**src/rtl/bcte_pkg.sv**
```systemverilog
package bcte_pkg;

    localparam int OPC_W = 8;
    localparam int CYC_W = 5;
    localparam int FLD_W = 3;
    localparam int NCOND = 1 << FLD_W;

    typedef enum logic [2:0] {
        CLS_OTHER = 3'd0,
        CLS_JMP   = 3'd1,
        CLS_JCC   = 3'd2,
        CLS_CALL  = 3'd3,
        CLS_CCC   = 3'd4,
        CLS_RET   = 3'd5,
        CLS_RCC   = 3'd6,
        CLS_RST   = 3'd7
    } iclass_e;

    typedef struct packed {
        logic sign;
        logic zero;
        logic parity;
        logic carry;
    } flags_t;

    typedef struct packed {
        iclass_e           cls;
        logic [FLD_W-1:0]  field;
    } decode_t;

    localparam logic [CYC_W-1:0] CYC_JUMP      = 5'd10;
    localparam logic [CYC_W-1:0] CYC_CALL      = 5'd17;
    localparam logic [CYC_W-1:0] CYC_CALL_SKIP = 5'd11;
    localparam logic [CYC_W-1:0] CYC_RET       = 5'd10;
    localparam logic [CYC_W-1:0] CYC_RET_TAKEN = 5'd11;
    localparam logic [CYC_W-1:0] CYC_RET_SKIP  = 5'd5;
    localparam logic [CYC_W-1:0] CYC_RESTART   = 5'd11;

    localparam logic [OPC_W-1:0] OPC_JMP  = 8'hC3;
    localparam logic [OPC_W-1:0] OPC_CALL = 8'hCD;
    localparam logic [OPC_W-1:0] OPC_RET  = 8'hC9;

    function automatic logic [FLD_W-1:0] mid_field(input logic [OPC_W-1:0] op);
        return op[5:3];
    endfunction

    function automatic logic is_cond_class(input iclass_e c);
        return (c == CLS_JCC) || (c == CLS_CCC) || (c == CLS_RCC);
    endfunction

endpackage

```
**src/rtl/bcte_decode.sv**
```systemverilog
module bcte_decode
    import bcte_pkg::*;
(
    input  logic [OPC_W-1:0] op,
    output decode_t          dec
);
    logic prefix_ok;
    assign prefix_ok = (op[7:6] == 2'b11);

    always_comb begin
        dec.field = mid_field(op);
        dec.cls   = CLS_OTHER;
        if (prefix_ok) begin
            unique case (op[2:0])
                3'b000: dec.cls = CLS_RCC;
                3'b010: dec.cls = CLS_JCC;
                3'b100: dec.cls = CLS_CCC;
                3'b111: dec.cls = CLS_RST;
                3'b011: dec.cls = (op == OPC_JMP)  ? CLS_JMP  : CLS_OTHER;
                3'b101: dec.cls = (op == OPC_CALL) ? CLS_CALL : CLS_OTHER;
                3'b001: dec.cls = (op == OPC_RET)  ? CLS_RET  : CLS_OTHER;
                default: dec.cls = CLS_OTHER;
            endcase
        end
    end
endmodule

```
**src/rtl/bcte_cond.sv**
```systemverilog
module bcte_cond
    import bcte_pkg::*;
(
    input  flags_t           fl,
    input  logic [FLD_W-1:0] field,
    output logic             met
);
    // Pair index = field[2:1]: 0 zero, 1 carry, 2 parity, 3 sign.
    // field[0] = 0 tests the flag clear, 1 tests it set.
    logic [NCOND/2-1:0] pair_flag;
    logic [NCOND-1:0]   cond_vec;

    assign pair_flag = {fl.sign, fl.parity, fl.carry, fl.zero};

    for (genvar i = 0; i < NCOND; i++) begin : g_cond
        if (i % 2 == 1) begin : g_set
            assign cond_vec[i] = pair_flag[i/2];
        end else begin : g_clr
            assign cond_vec[i] = ~pair_flag[i/2];
        end
    end

    assign met = cond_vec[field];
endmodule

```
**src/rtl/bcte_timing.sv**
```systemverilog
module bcte_timing
    import bcte_pkg::*;
(
    input  iclass_e          cls,
    input  logic             met,
    output logic             take,
    output logic [CYC_W-1:0] ncyc
);
    always_comb begin
        take = 1'b0;
        ncyc = '0;
        unique case (cls)
            CLS_JMP:  begin take = 1'b1; ncyc = CYC_JUMP;    end
            CLS_JCC:  begin take = met;  ncyc = CYC_JUMP;    end
            CLS_CALL: begin take = 1'b1; ncyc = CYC_CALL;    end
            CLS_CCC:  begin take = met;  ncyc = met ? CYC_CALL : CYC_CALL_SKIP; end
            CLS_RET:  begin take = 1'b1; ncyc = CYC_RET;     end
            CLS_RCC:  begin take = met;  ncyc = met ? CYC_RET_TAKEN : CYC_RET_SKIP; end
            CLS_RST:  begin take = 1'b1; ncyc = CYC_RESTART; end
            default:  begin take = 1'b0; ncyc = '0;          end
        endcase
    end
endmodule

```
**src/rtl/bcte_eval.sv**
```systemverilog
module bcte_eval
    import bcte_pkg::*;
#(
    parameter int ADDR_W      = 16,
    parameter int VEC_SHIFT   = 3
) (
    input  logic              clk,
    input  logic              rst,
    input  logic [7:0]        opcode,
    input  logic [3:0]        flags,
    output logic              taken,
    output logic [4:0]        cycles,
    output logic [2:0]        iclass,
    output logic [ADDR_W-1:0] target
);
    localparam int PAD_W = ADDR_W - FLD_W - VEC_SHIFT;

    decode_t           dec;
    flags_t            fl;
    logic              met;
    logic              take_c;
    logic [CYC_W-1:0]  ncyc_c;
    logic [ADDR_W-1:0] tgt_c;

    assign fl = flags_t'(flags);

    bcte_decode u_dec (
        .op  (opcode),
        .dec (dec)
    );

    bcte_cond u_cond (
        .fl    (fl),
        .field (dec.field),
        .met   (met)
    );

    bcte_timing u_tim (
        .cls  (dec.cls),
        .met  (met),
        .take (take_c),
        .ncyc (ncyc_c)
    );

    assign tgt_c = (dec.cls == CLS_RST)
                 ? {{PAD_W{1'b0}}, dec.field, {VEC_SHIFT{1'b0}}}
                 : '0;

    always_ff @(posedge clk) begin
        if (rst) begin
            taken  <= 1'b0;
            cycles <= '0;
            iclass <= CLS_OTHER;
            target <= '0;
        end else begin
            taken  <= take_c;
            cycles <= ncyc_c;
            iclass <= dec.cls;
            target <= tgt_c;
        end
    end
endmodule

```
**config.mk**
```make
export PLATFORM = sky130hd
export DESIGN_NAME = bcte_eval
export DESIGN_NICKNAME = d
export VERILOG_FILES = /design/src/rtl/bcte_pkg.sv /design/src/rtl/bcte_decode.sv /design/src/rtl/bcte_cond.sv /design/src/rtl/bcte_timing.sv /design/src/rtl/bcte_eval.sv
export SDC_FILE = /design/constraint.sdc
export NUM_CORES = 1
export LEC_CHECK = 0
export BUFFER_PORTS_ARGS = -buffer_cell sky130_fd_sc_hd__buf_4
export CORE_MARGIN = 2
export CORE_UTILIZATION = 30
export CTS_BUF_LIST = sky130_fd_sc_hd__clkbuf_4 sky130_fd_sc_hd__clkbuf_8
export DETAILED_ROUTE_END_ITERATION = 6
export GPL_TIMING_DRIVEN = 1
export HOLD_SLACK_MARGIN = 0.1
export PLACE_DENSITY = 0.68
export SLEW_MARGIN = 20
export SYNTH_ARGS = -nofsm -noshare
export SYNTH_HDL_FRONTEND = slang
export SYNTH_SLANG_ARGS = --single-unit
```
**constraint.sdc**
```tcl
create_clock -name clk -period 2.4 [get_ports clk]
set_input_delay 0.36 -clock clk [delete_from_list [all_inputs] [get_ports clk]]
set_output_delay 0.36 -clock clk [all_outputs]
set_load 0.02 [all_outputs]
```
### Word level (Yosys, flattened, before mapping)

Cells that the tools add are included.
W data, S select, Z words.

| storage, ports and cells | value |
|---|---|
| bits in registers | 25 |
| bits of input ports | 14 |
| output and inout bits | 25 |
| logic and storage cells | 44 |

| cells by class | value |
|---|---|
| order comparisons | 1 |
| equality and inequality tests | 17 |
| mux-type cells | 11 |
| bitwise gates (word level) | 5 |
| reduce and logical (&&, ||, !) cells | 5 |

Operators with widths:

| operator | count |
|---|---|
| $pmux W5 S5 | 1 |
| $eq A8 B8 Y1 const B | 3 |
| $eq A3 B3 Y1 const B | 7 |
| $pmux W3 S7 | 1 |
| $eq A3 B2 Y1 const B | 4 |
| $eq A3 B1 Y1 const B | 2 |
| $mux W3 | 2 |
| $reduce_or A3 Y1 | 2 |
| $mux W5 | 1 |
| $not A1 Y1 | 5 |
| $lt A3 B4 Y1 const B | 1 |
| $mux W4 | 1 |
| $reduce_or A4 Y1 | 1 |
| $bmux W1 S3 | 1 |
| $logic_not A3 Y1 | 1 |
| $eq A2 B2 Y1 const B | 1 |
| $mux W1 | 2 |
| $mux W2 | 1 |
| $pmux W1 S2 | 1 |
| $reduce_or A2 Y1 | 1 |

### Logic depth before layout (Yosys ltp)

| logic depth | value |
|---|---|
| word-level depth | 7 |
| mapped depth | 5 |
| depth with buffers taken out | 4 |

### Cells and area by module

From an unflattened synthesis, not the netlist that was laid out.

| second synthesis, totals | value |
|---|---|
| cell total of the unflattened synthesis | 72 |
| area, all modules | 684.4 µm² |

Modules (own cells, without submodules):

| module | instances | cells an instance | area each (µm²) |
|---|---|---|---|
| bcte_eval | 1 | 39 | 449.2 |
| bcte_decode | 1 | 18 | 115.1 |
| bcte_timing | 1 | 13 | 88.8 |
| bcte_cond | 1 | 2 | 31.3 |

### Least setup slack after synthesis

OpenSTA, ideal clock, no wires.

| path | value |
|---|---|
| path type | input to register |
| from | input opcode[4] |
| to | register cycles[4] |
| arrival | 1.347 ns |
| setup slack | 0.966 ns |
| cell stages on the path | 4 |
| path through | mux4_2 xnor2_2 mux2i_1 nor4b_2 |

| between the ends | value |
|---|---|
| cells in the longest elaborated chain, start to end | 7 |

Ends and longest elaborated chain:

| item | RTL line | source |
|---|---|---|
| from (decl) | bcte_eval.sv:9 | `input logic [7:0] opcode,` |
| $eq A8 B8 Y1 (on tied branches) | bcte_decode.sv:21, bcte_decode.sv:19, bcte_decode.sv:20 |  |
| $mux W3, or another cell as far along | bcte_decode.sv:21 | `3'b001: dec.cls = (op == OPC_RET) ? CLS_RET : CLS_OTHER;` |
| $pmux W3 S7 | bcte_decode.sv:14 | `unique case (op[2:0])` |
| $mux W3 | bcte_decode.sv:13 | `if (prefix_ok) begin` |
| $eq A3 B1 Y1, or another cell as far along | bcte_timing.sv:12 | `unique case (cls)` |
| $reduce_or A3 Y1 (no line) | n/a |  |
| $pmux W5 S5 (*) | bcte_timing.sv:12 |  |
| to (signal assigned) | bcte_eval.sv:57 | `cycles <= ncyc_c;` |
| to (decl) | bcte_eval.sv:12 | `output logic [4:0] cycles,` |

Every way passes the cells marked *; elsewhere a longest branch is shown, timed or not. The select of a mux whose other input is x is not followed.
A chain may end at the register's enable or synchronous reset.

### Worst setup path after layout

Same ends and word-level chain as after synthesis.

==> flow_summary_export.csv <==
group,metric,value,unit
run_status,run_status,"finished clean",
layout,seqCellArea,220.2,sq um
worst_setup_path,setup.worst_path.end,"cycles[4]",
sta,hold-worst-slack,0.2588,ns
power,power.switching,0.0001163,W
drt,drt.antenna.violating_nets,0,
clock_network,cts_hold_buffers,0,
grt,grt-ovfl-total,0,
clock_network,post_cts_resize_count,0,
yosys,yosys_register_bits,11,
job,drv.max_cap_violation_count,0,
worst_setup_path,slowest_cell_on_crit_path,"mux4_2",
sta,timing.final.setup_violations,0,
worst_setup_path,cp_slowest_stage_delay,0.55,ns
sta,rsz0062_at_grt,"false",
drt,via_count,528,
hold_path,min_path_type,"primary input to flop",
drt,drt-pass1-iter-count,4,
yosys,synth_seq_area_share,34.78,%
placement,place.detailed.hpwl,1.006,mm
clock_network,cts.reportedPaths.clkPinSlew,0.07,ns
drt,drt-vias-per-instance,4.437,
placement,place_worst_setup_slack,0.7864,ns
power,power.sequential.fraction,44.9,%
drt,wl_per_cell,10.71,um
drt,drt_first_iter_violations,5,
grt,grt_pass1_vias,404,
clock_network,tritoncts.num_buffers,3,
layout,layout.nets,107,
clock_network,tritoncts_clock_tree,"yes",
floorplanning,die-height,49.94,um
yosys,synthesis.area,633.1,sq um
power,vdd.ir_drop.worst,0.2116,mV
yosys,netlist.area_leader.share,34.78,%
yosys,yosys_warnings,0,
layout,num_antenna_cells,0,
sta,finalHoldViolCount,0,
power,power.clock.fraction,32.8,%
floorplanning,placeableCoreArea,0.001982,sq mm
sta,worst_slack,1.061,ns
floorplanning,fp.dieArea,0.002494,sq mm
worst_setup_path,cp_capture_type,"flop",
layout,multi_input_comb_area,337.8,sq um
clock_network,clock_sinks,11,
yosys,synthesis.instances,69,
worst_setup_path,timing.critical_path.fanout_max,4,
floorplanning,core.rowCount,16,
yosys,synth_cell_type_count,29,
yosys,synth-async-reset-ratio,0,%
layout,final_core_util,40.85,%
clock_network,cts_post_setup_buffers_inserted,0,
power,internal_power,0.0002991,W
worst_setup_path,critPathRequiredTime,2.59,ns
grt,grt_usage,10.76,%
layout,final.fill_count,208,
grt,grt_first_pass_wirelength,1.938,mm
power,power.share.switching,28.00,%
sta,report.final.slew_viol_count,0,
clock_network,root_buffer,"clkbuf_4",
clock_network,cts.htree.levels,1,
drt,wirelength,1.274,mm
floorplanning,floorplan.initialDensity,31.94,%
power,power.static_leakage,0.3644,nW
yosys,synth_area_leaders,"dfxtp_1 35%, buf_4 17%, mux4_2 3.6%",
yosys,synth_area_leader_cell,"dfxtp_1",
drt,drc,0,
grt,initial_antenna_violation_count,0,
sta,setup_tns,0,ns
worst_setup_path,crit_path_cell_trace,"buf_4 > mux4_2 > xnor2_2 > mux2i_1 > nor4b_2",
power,power-per-cell-area,513.1,mW/mm^2
sta,post-route-min-period,1.339,ns
yosys,synth_edf_count,0,
power,p_comb_share,22.3,%
floorplanning,design.portCount,39,
yosys,synth_ff_type,"dfxtp_1",
sta,max_clock_freq,746.6,MHz
placement,placement.io_buffers,25,
layout,syn_to_final_growth,27.87,%
placement,place_congestion,0.7489,
floorplanning,die_w,49.94,um
worst_setup_path,startpoint_type_of_the_worst_setup_path,"primary input",
layout,drive_above_1_share,38.04,%
yosys,post_synth.cell_area_avg,9.175,sq um
sta,finalCritPeriodShare,55.81,%
clock_network,cts_buffer_depth,2,
worst_setup_path,critPathKind,"primary input to flop",
worst_setup_path,cp.arrival,1.53,ns
grt,grt_start_max_net_pins,13,
worst_setup_path,cp-startpoint,"opcode[4]",
==> through the flow <==
step                instance area [sq um]  total power (W)  cells
finish                              809.5        0.0004154    119
global route                        809.5        0.0004381    119
CTS                                 809.5        0.0004207    119
detailed placement                  779.5        0.0002829    115
global placement                    779.5        0.0002813    115
floorplan                           678.2        0.0002698     81
==> flip-flops by register name (all words and copies together) (netlist names) <==
register and count:
cycles 4, iclass 3, target 3, taken 1
==> layout make-up <==
| class | count | share of cell area, % |
|---|---|---|
| sequential | 11 | 27.20 |
| tap | 27 | 4.173 |
| clock buffer | 4 | 3.709 |
| timing repair buffer | 25 | 23.18 |
| multi-input combinational | 52 | 41.73 |
==> power by group through the flow <==
stage                      logic, W  clock network [W]  registers (W)
after floorplan           0.0000749                  0       0.000195
after global placement    0.0000906                  0       0.000191
after detailed placement  0.0000921                  0       0.000191
after CTS                 0.0000923           0.000142       0.000186
after global routing      0.0000999           0.000152       0.000187
final                     0.0000927           0.000136       0.000186
==> synthesized netlist by cell type (2+ instances only) <==
library cell  count
nand3_1           2
nand2b_1          2
and2_1            3
a211oi_1          2
dfxtp_1          11
nor2b_1           3
clkbuf_1          4
nor3_1            4
xnor2_1           2
o21a_1            2
nor2_1            3
buf_4            14
==> worst max-delay path: cells and delay by family <==
family                    cells  cell delay [ns]
muxes                         2             0.66
and+or+nand+nor               1             0.21
xor gates and xnor gates      1             0.19
buffers and inverters         1             0.11
==> routing by layer <==
layer | GRT usage (%) | routed length [um] | vias to the layer above
li1 | - | - | 255
met1 | 12.92 | 499 | 240
met2 | 16.22 | 614 | 29
met3 | 4.545 | 135 | 4
met4 | 5.556 | 24 | 0
met5 | 0 | 0 | -
==> cells by family (layout without fill, tap and decap cells) <==
group	after synthesis	count (layout)	synth area share [%]
AOI/OAI and AO/OA	11	11	12.84
xor gates and xnor gates	3	3	5.337
buffers and inverters	18	29	18.97
DFF	11	11	34.78
muxes	2	2	5.138
other	1	13	0.5923
and+or+nand+nor	23	23	22.33
==> layout by cell type (no fill, tap or decap), types with 2 or more instances in the layout <==
cell type,count
and2_1,3
nand2b_1,2
nor3_1,4
nor2_1,3
o21a_1,2
xnor2_1,2
clkbuf_4,4
buf_4,25
a211oi_1,2
conb_1,13
dfxtp_1,11
nor2b_1,3
nand3_1,2
==> worst min path at each step <==
stage / slack (ns) / end / start / cells after the start
3_3_place_gp: 0.54 / iclass[0] / rst / 2
6_report: 0.26 / iclass[0] / rst / 2
4_1_cts: 0.25 / iclass[0] / rst / 2
5_1_grt: 0.25 / iclass[0] / rst / 2
3_5_place_dp: 0.54 / iclass[0] / rst / 2
2_1_floorplan: 0.44 / iclass[0] / rst / 1
(Power assumes the default switching activity.)
